[src/rtl/card_read_pkg.sv]
// Shared types for the card read sequencer.
// Assumes operation codes arrive as two BCD digits.
package card_read_pkg;

    localparam logic [7:0] OP_RD_BCL  = 8'h20;
    localparam logic [7:0] OP_RD_BIN  = 8'h21;
    localparam logic [7:0] OP_RD_EBC  = 8'h22;
    localparam logic [7:0] OP_IRQ_ON  = 8'h35;
    localparam logic [7:0] OP_IRQ_OFF = 8'h97;
    localparam logic [7:0] OP_PROBE   = 8'h99;

    typedef enum logic [1:0] {MD_BCL, MD_BIN, MD_EBC} rd_mode_t;

    typedef enum logic [2:0] {
        KD_READ, KD_ARM, KD_RELEASE, KD_PROBE, KD_BAD
    } op_kind_t;

    typedef enum logic [2:0] {
        ST_IDLE, ST_READ, ST_HALF, ST_PAD, ST_WAIT, ST_DONE
    } seq_state_t;

    typedef enum logic [1:0] {RS_COMPLETE, RS_NOTREADY, RS_EXCEPT} res_kind_t;

endpackage

[src/rtl/card_read_decode.sv]
// Operation decoder: sorts a BCD operation code into a command kind and,
// for reads, a conversion mode. Pure combinational; unknown codes map to KD_BAD.
module card_read_decode
    import card_read_pkg::*;
(
    input  logic [7:0] op,
    output op_kind_t   kind,
    output rd_mode_t   mode
);

    // Classify the operation code.
    always_comb begin
        kind = KD_BAD;
        mode = MD_BCL;
        case (op)
            OP_RD_BCL:  begin kind = KD_READ; mode = MD_BCL; end
            OP_RD_BIN:  begin kind = KD_READ; mode = MD_BIN; end
            OP_RD_EBC:  begin kind = KD_READ; mode = MD_EBC; end
            OP_IRQ_ON:  kind = KD_ARM;
            OP_IRQ_OFF: kind = KD_RELEASE;
            OP_PROBE:   kind = KD_PROBE;
            default:    kind = KD_BAD;
        endcase
    end

endmodule

[src/rtl/card_read_charmap.sv]
// Column-to-character mapper. Picks the external translator outputs or
// splits the column for binary mode. Assumes bcl_char/bcl_ok/ebc_char are
// combinational functions of the column currently on col.
module card_read_charmap
    import card_read_pkg::*;
#(
    parameter logic [7:0] INVALID_CHAR = 8'h3F
)(
    input  rd_mode_t    mode,
    input  logic [11:0] col,
    input  logic [7:0]  bcl_char,
    input  logic        bcl_ok,
    input  logic [7:0]  ebc_char,
    output logic [7:0]  first_char,
    output logic [7:0]  second_char,
    output logic        bad_code
);

    localparam int HALF_W = 6;

    // Select the stored character(s) for the active mode.
    always_comb begin
        second_char = '0;
        bad_code    = 1'b0;
        case (mode)
            MD_BIN: begin
                first_char  = {2'b00, col[2*HALF_W-1:HALF_W]};
                second_char = {2'b00, col[HALF_W-1:0]};
            end
            MD_EBC: first_char = ebc_char;
            default: begin
                first_char = bcl_ok ? bcl_char : INVALID_CHAR;
                bad_code   = !bcl_ok;
            end
        endcase
    end

endmodule

[src/rtl/card_read_cursor.sv]
// Address and column cursor. Holds the current digit address, the end
// address and the count of columns consumed. "room" means the current
// address is below the end; "full" means no further column may be stored.
module card_read_cursor #(
    parameter int AW   = 16,
    parameter int NCOL = 80
)(
    input  logic          clk,
    input  logic          rst_n,
    input  logic          load,
    input  logic [AW-1:0] bgn_addr,
    input  logic [AW-1:0] fin_addr,
    input  logic          step,
    input  logic          col_inc,
    output logic [AW-1:0] cur_addr,
    output logic          room,
    output logic          full
);

    localparam int CW = $clog2(NCOL + 1);
    localparam logic [AW-1:0] CHAR_STEP = AW'(2);

    logic [AW-1:0] fin_q;
    logic [CW-1:0] cnt_q;

    // Track the write address and the saturating column count.
    always_ff @(posedge clk) begin
        if (!rst_n) begin
            cur_addr <= '0;
            fin_q    <= '0;
            cnt_q    <= '0;
        end else if (load) begin
            cur_addr <= bgn_addr;
            fin_q    <= fin_addr;
            cnt_q    <= '0;
        end else begin
            if (step) cur_addr <= cur_addr + CHAR_STEP;
            if (col_inc && cnt_q != CW'(NCOL)) cnt_q <= cnt_q + 1'b1;
        end
    end

    assign room = cur_addr < fin_q;
    assign full = !room || (cnt_q == CW'(NCOL));

endmodule

[src/rtl/card_read_seq.sv]
// Card read sequencer top. Runs one command: reads store converted columns
// from the begin address upward, stop at the end address or the column
// limit, pad short cards with blanks and report one result pulse. Control
// commands arm, release and probe the reader. Assumes col_valid and
// card_end are never high together and are held only while col_ready.
module card_read_seq
    import card_read_pkg::*;
#(
    parameter int         AW           = 16,
    parameter int         NCOL         = 80,
    parameter logic [7:0] BLANK_CHAR   = 8'h40,
    parameter logic [7:0] INVALID_CHAR = 8'h3F
)(
    input  logic          clk,
    input  logic          rst_n,
    input  logic          cmd_valid,
    input  logic [7:0]    cmd_op,
    input  logic [15:0]   cmd_variant,
    input  logic [AW-1:0] cmd_bgn,
    input  logic [AW-1:0] cmd_fin,
    input  logic          rdr_ready,
    input  logic          rdr_start,
    input  logic          col_valid,
    input  logic [11:0]   col_data,
    input  logic          card_end,
    output logic          col_ready,
    input  logic [7:0]    bcl_char,
    input  logic          bcl_ok,
    input  logic [7:0]    ebc_char,
    output logic          mem_we,
    output logic [AW-1:0] mem_addr,
    output logic [7:0]    mem_wdata,
    output logic          busy,
    output logic          res_valid,
    output logic          res_complete,
    output logic          res_not_ready,
    output logic          res_exception
);

    localparam logic [7:0] BIN_BLANK = 8'h00;

    seq_state_t    state;
    seq_state_t    ret_q;
    rd_mode_t      mode_q;
    res_kind_t     rs_q;
    logic          exc_q;
    logic [7:0]    lo_q;

    op_kind_t      dec_kind;
    rd_mode_t      dec_mode;
    logic [7:0]    ch_first;
    logic [7:0]    ch_second;
    logic          ch_bad;
    logic [AW-1:0] cur_addr;
    logic          room;
    logic          full;
    logic          cur_load;
    logic          cur_step;
    logic          cur_colinc;
    logic          unused_variant;

    assign unused_variant = ^cmd_variant;

    card_read_decode u_decode (
        .op   (cmd_op),
        .kind (dec_kind),
        .mode (dec_mode)
    );

    card_read_charmap #(.INVALID_CHAR(INVALID_CHAR)) u_charmap (
        .mode        (mode_q),
        .col         (col_data),
        .bcl_char    (bcl_char),
        .bcl_ok      (bcl_ok),
        .ebc_char    (ebc_char),
        .first_char  (ch_first),
        .second_char (ch_second),
        .bad_code    (ch_bad)
    );

    card_read_cursor #(.AW(AW), .NCOL(NCOL)) u_cursor (
        .clk      (clk),
        .rst_n    (rst_n),
        .load     (cur_load),
        .bgn_addr (cmd_bgn),
        .fin_addr (cmd_fin),
        .step     (cur_step),
        .col_inc  (cur_colinc),
        .cur_addr (cur_addr),
        .room     (room),
        .full     (full)
    );

    // Cursor controls: load on a new command, advance on every write.
    always_comb begin
        cur_load   = (state == ST_IDLE) && cmd_valid;
        cur_step   = ((state == ST_READ) && col_valid && !full)
                   || ((state == ST_HALF) && room)
                   || ((state == ST_PAD) && !full);
        cur_colinc = ((state == ST_READ) && col_valid)
                   || ((state == ST_PAD) && !full);
    end

    // Main sequencer: command dispatch, column storage, padding, results.
    always_ff @(posedge clk) begin
        if (!rst_n) begin
            state     <= ST_IDLE;
            ret_q     <= ST_READ;
            mode_q    <= MD_BCL;
            rs_q      <= RS_COMPLETE;
            exc_q     <= 1'b0;
            lo_q      <= '0;
            mem_we    <= 1'b0;
            mem_addr  <= '0;
            mem_wdata <= '0;
        end else begin
            mem_we <= 1'b0;
            case (state)
                ST_IDLE: begin
                    if (cmd_valid) begin
                        case (dec_kind)
                            KD_READ: begin
                                if (cmd_bgn[1:0] != 2'b00) begin
                                    rs_q  <= RS_EXCEPT;
                                    state <= ST_DONE;
                                end else begin
                                    mode_q <= dec_mode;
                                    exc_q  <= 1'b0;
                                    state  <= ST_READ;
                                end
                            end
                            KD_ARM:     state <= ST_WAIT;
                            KD_RELEASE: begin
                                rs_q  <= RS_COMPLETE;
                                state <= ST_DONE;
                            end
                            KD_PROBE: begin
                                rs_q  <= rdr_ready ? RS_COMPLETE : RS_NOTREADY;
                                state <= ST_DONE;
                            end
                            default: begin
                                rs_q  <= RS_EXCEPT;
                                state <= ST_DONE;
                            end
                        endcase
                    end
                end
                ST_READ: begin
                    if (col_valid) begin
                        if (!full) begin
                            mem_we    <= 1'b1;
                            mem_addr  <= cur_addr;
                            mem_wdata <= ch_first;
                            if (ch_bad) exc_q <= 1'b1;
                            if (mode_q == MD_BIN) begin
                                lo_q  <= ch_second;
                                ret_q <= ST_READ;
                                state <= ST_HALF;
                            end
                        end
                    end else if (card_end) begin
                        if (full) begin
                            rs_q  <= exc_q ? RS_EXCEPT : RS_COMPLETE;
                            state <= ST_DONE;
                        end else begin
                            state <= ST_PAD;
                        end
                    end
                end
                ST_HALF: begin
                    if (room) begin
                        mem_we    <= 1'b1;
                        mem_addr  <= cur_addr;
                        mem_wdata <= lo_q;
                    end
                    state <= ret_q;
                end
                ST_PAD: begin
                    if (full) begin
                        rs_q  <= exc_q ? RS_EXCEPT : RS_COMPLETE;
                        state <= ST_DONE;
                    end else begin
                        mem_we   <= 1'b1;
                        mem_addr <= cur_addr;
                        if (mode_q == MD_BIN) begin
                            mem_wdata <= BIN_BLANK;
                            lo_q      <= BIN_BLANK;
                            ret_q     <= ST_PAD;
                            state     <= ST_HALF;
                        end else begin
                            mem_wdata <= BLANK_CHAR;
                        end
                    end
                end
                ST_WAIT: begin
                    if (cmd_valid && dec_kind == KD_RELEASE) begin
                        rs_q  <= RS_COMPLETE;
                        state <= ST_DONE;
                    end else if (rdr_ready && rdr_start) begin
                        rs_q  <= RS_COMPLETE;
                        state <= ST_DONE;
                    end
                end
                ST_DONE: state <= ST_IDLE;
                default: state <= ST_IDLE;
            endcase
        end
    end

    assign col_ready     = (state == ST_READ);
    assign busy          = (state != ST_IDLE);
    assign res_valid     = (state == ST_DONE);
    assign res_complete  = res_valid && (rs_q == RS_COMPLETE);
    assign res_not_ready = res_valid && (rs_q == RS_NOTREADY);
    assign res_exception = res_valid && (rs_q == RS_EXCEPT);

endmodule

[config.mk]
export PLATFORM = sky130hd
export DESIGN_NAME = card_read_seq
export DESIGN_NICKNAME = d
export VERILOG_FILES = /design/src/rtl/card_read_pkg.sv /design/src/rtl/card_read_decode.sv /design/src/rtl/card_read_charmap.sv /design/src/rtl/card_read_cursor.sv /design/src/rtl/card_read_seq.sv
export SDC_FILE = /design/constraint.sdc
export NUM_CORES = 1
export LEC_CHECK = 0
export BUFFER_PORTS_ARGS = -buffer_cell sky130_fd_sc_hd__buf_2
export CORE_ASPECT_RATIO = 0.8
export CORE_MARGIN = 2
export CORE_UTILIZATION = 57
export DETAILED_ROUTE_END_ITERATION = 8
export GPL_TIMING_DRIVEN = 0
export HOLD_SLACK_MARGIN = 0.03
export PLACE_DENSITY_LB_ADDON = 0.15
export REMOVE_ABC_BUFFERS = 1
export SLEW_MARGIN = 20
export SYNTH_ARGS = -nofsm -noshare
export SYNTH_HDL_FRONTEND = slang
export SYNTH_SLANG_ARGS = --single-unit
[constraint.sdc]
create_clock -name clk -period 4.92 [get_ports clk]
set_input_delay 0.738 -clock clk [delete_from_list [all_inputs] [get_ports clk]]
set_output_delay 0.738 -clock clk [all_outputs]
set_load 0.1 [all_outputs]
==> results by group <==
Status
  • Status: finished clean

Setup path
  • Critical Path AT: 3.45 ns
  • Worst r2r dst: lo_q[3]
  • WS Path Type: reg -> reg
  • Slowest-stage cell, CP: or4_4
  • Crit-path cells: ha_1 > a21oi_2 > nor3_1 > or4_4 > nor4_4 > o2111a_1 > mux2i_1
  • Crit. Startpoint: u_cursor.cur_addr[9]
  • Critical Path End: lo_q[3]
  • RR Startpoint: u_cursor.cur_addr[9]
  • Path depth of the worst reg2reg path: 7
  • Max stage delay on crit path: 0.62 ns
  • Critical path startpoint category: flip-flop
  • Worst Path Required: 5.22 ns
  • CP endpoint kind: flip-flop
  • Crit-path max FO: 10
  • R2R Setup Slk: 1.77 ns

Clocking
  • Clock buffer count from CTS: 9
  • Setup bufs post-CTS: 0
  • CTS sink count: 79
  • Root buf cell: clkbuf_8
  • CTS tree: built
  • Post-CTS sizing: 0
  • Clk pin slew, worst setup/hold paths: 0.08 ns
  • Clk buf depth: 2
  • Hold_buf cts: 0
  • # H-tree levels: 3
  • Worst skew pair latency: 0.36 ns

Drt
  • Vias/cell: 5.918
  • First-iteration detailed-routing DRC count: 379
  • DR pass1 iterations: 5
  • DRC Markers: 0
  • Total number of vias: 4,462
  • Detailed Route WL: about 12 mm
  • Number of antenna-violating nets in the routed design: 0
  • Wire per inst: 15.60 um

Synthesis
  • Post-synthesis sequential area ratio: 36.07%
  • Mapped cell area: 4384 sq um
  • Post-Syn Area per Cell: 7.857 sq um
  • Cell variety after synth: 67
  • Post-synth top flop: dfxtp_1
  • Yosys warns: 0
  • Post-synth EDFFs: 0
  • Area share of the largest cell type after synthesis: 36.07%
  • Commonest cells post-synth: 112 x nand2_1, 79 x dfxtp_1, 58 x a21oi_1
  • Count leader, synth: nand2_1
  • Synth Register Bits: 79
  • Mapped Cells: 558
  • Synth area leader: dfxtp_1
  • Ys async rst share: 0%
  • Top area cells in the synthesized netlist: dfxtp_1 36%, nand2_1 9.6%, a21oi_1 6.6%

Floorplan
  • Die ar.: 8413 sq um
  • Starting Density: roughly three fifths
  • I/O pin count: 123
  • CORE AREA: ~7400 sq um
  • Die height: 82.44 um
  • Die width: 102.1 um
  • Row cnt: 28

Timing
  • Final Hold Fails: 0
  • Final worst-path cycle share: 63.96%
  • Slew margin rel.: about half
  • Worst Skew: 0.007662 ns
  • FMAX: roughly 320 MHz
  • Fin. max-slew vios: 0
  • Worst slew pin tran: 0.7327 ns
  • Tmin final: 3.147 ns
  • Final setup vio count: 0
  • RSZ-0062 raised after global routing: false

Cells and area
  • Syn-to-layout area delta: 17.95%
  • Antenna diodes: 0
  • Layout cells sized above 1: 22.50%
  • Nets: 757
  • Design area: 5171 sq um

Global routing
  • First-pass GRT wire length: between 15 and 20 mm
  • Vias in the first global route: approximately 4,000
  • GRT Residual Overflow: 0
  • Largest net degree at the start of global routing: 42
  • GRT Resource Usage Total: 29.73%
  • Initial antenna violation count: 0

Flow run
  • # Max-Cap Violations: 0

Place
  • Area after DPL: 4960 sq um
  • GP Congestion: 0.8519
  • HPWL Detailed: around 8.5 mm
  • # port buffers: 106

Power
  • Pwr dens: 486.9 nW/um^2
  • Design Power: about 2.5 mW
  • Peak supply drop: 244.0 uV
  • Pleak: 2.049 nW

Hold path
  • Hold/Removal Path Class: reg -> reg
[stage by stage]
step                      setup slack (ns)  TNS [ns]  utilization (%)  hold WS (ns)  std cells
after global placement             -0.2489   -0.3647            65.94        0.4401        735
after global routing                 1.640         0            69.63        0.4696        754
after detailed placement             1.709         0            66.78        0.4433        739
after CTS                            1.712         0            69.61        0.4548        754
final                                1.773         0            69.63        0.4530        754
after floorplan                     0.9396         0                -        0.4299        524
[state kept, by name, indices dropped and copies added, names as in the netlist]
| signal | cells |
|---|---|
| mode_q | 2 |
| u_cursor.fin_q | 16 |
| mem_addr | 16 |
| exc_q | 1 |
| rs_q | 2 |
| lo_q | 6 |
| mem_wdata | 8 |
| ret_q | 1 |
| u_cursor.cur_addr | 16 |
| state | 3 |
| u_cursor.cnt_q | 7 |
| mem_we | 1 |
[final cells by class]
class | count | area, sq um
sequential | 79 | 1582
clock inverter | 6 | 86.33
multi-input combinational | 412 | 2539
timing repair buffer | 110 | 584.3
inverter | 33 | 125.1
fill | 666 | 2256
tap | 105 | 131.4
clock buffer | 9 | 123.9
[worst min path at each step]
stage | start | to | depth (start not counted)
final | mem_addr[6] | mem_addr[6] | 2
after CTS | mem_addr[1] | mem_addr[1] | 2
after detailed placement | lo_q[5] | lo_q[5] | 2
after global placement | mem_addr[0] | mem_addr[0] | 2
after global routing | lo_q[1] | lo_q[1] | 2
after floorplan | lo_q[5] | lo_q[5] | 2
[routing by layer]
metal,part of all wire [%],global-route usage (%),vias to the layer above
met5,0,0,-
met4,1.9,11.33,0
met3,8.1,6.650,29
met2,45,47.11,205
met1,45,39.86,2040
li1,-,-,2188
[worst max-delay path: cells and delay by family (launching register included)]
kind	cells	cell delay (ns)
and+or+nand+nor	3	1.29
AOI/OAI and AO/OA	2	0.69
DFF	1	0.54
adders and majority gates	1	0.32
muxes	1	0.22
[layout by cell type, fill, tap and decap left out, drive strengths merged, types with 10 or more instances in the layout]
master,instances
a21oi,59
buf,110
dfxtp,79
ha,20
inv,32
mux2i,11
nand2,112
nand3,10
nor2,24
nor3,16
nor4,10
o21ai,16
[report_power, final]
| group | switching, mW | total, mW | internal [mW] |
|---|---|---|---|
| clock network | 0.248 | 0.530 | 0.282 |
| logic | 0.786 | 1.12 | 0.330 |
| registers | 0.131 | 0.872 | 0.741 |
[kinds of logic (layout without fill, tap and decap cells)]
| kind of cell | Yosys count | count (layout) | synth area share, % |
|---|---|---|---|
| xor gates and xnor gates | 3 | 3 | 0.5994 |
| DFF | 79 | 79 | 36.07 |
| AOI/OAI and AO/OA | 141 | 141 | 21.15 |
| buffers and inverters | 67 | 158 | 6.221 |
| adders and majority gates | 20 | 20 | 5.708 |
| muxes | 12 | 12 | 2.768 |
| and+or+nand+nor | 236 | 236 | 27.48 |
(Power assumes the default switching activity.)
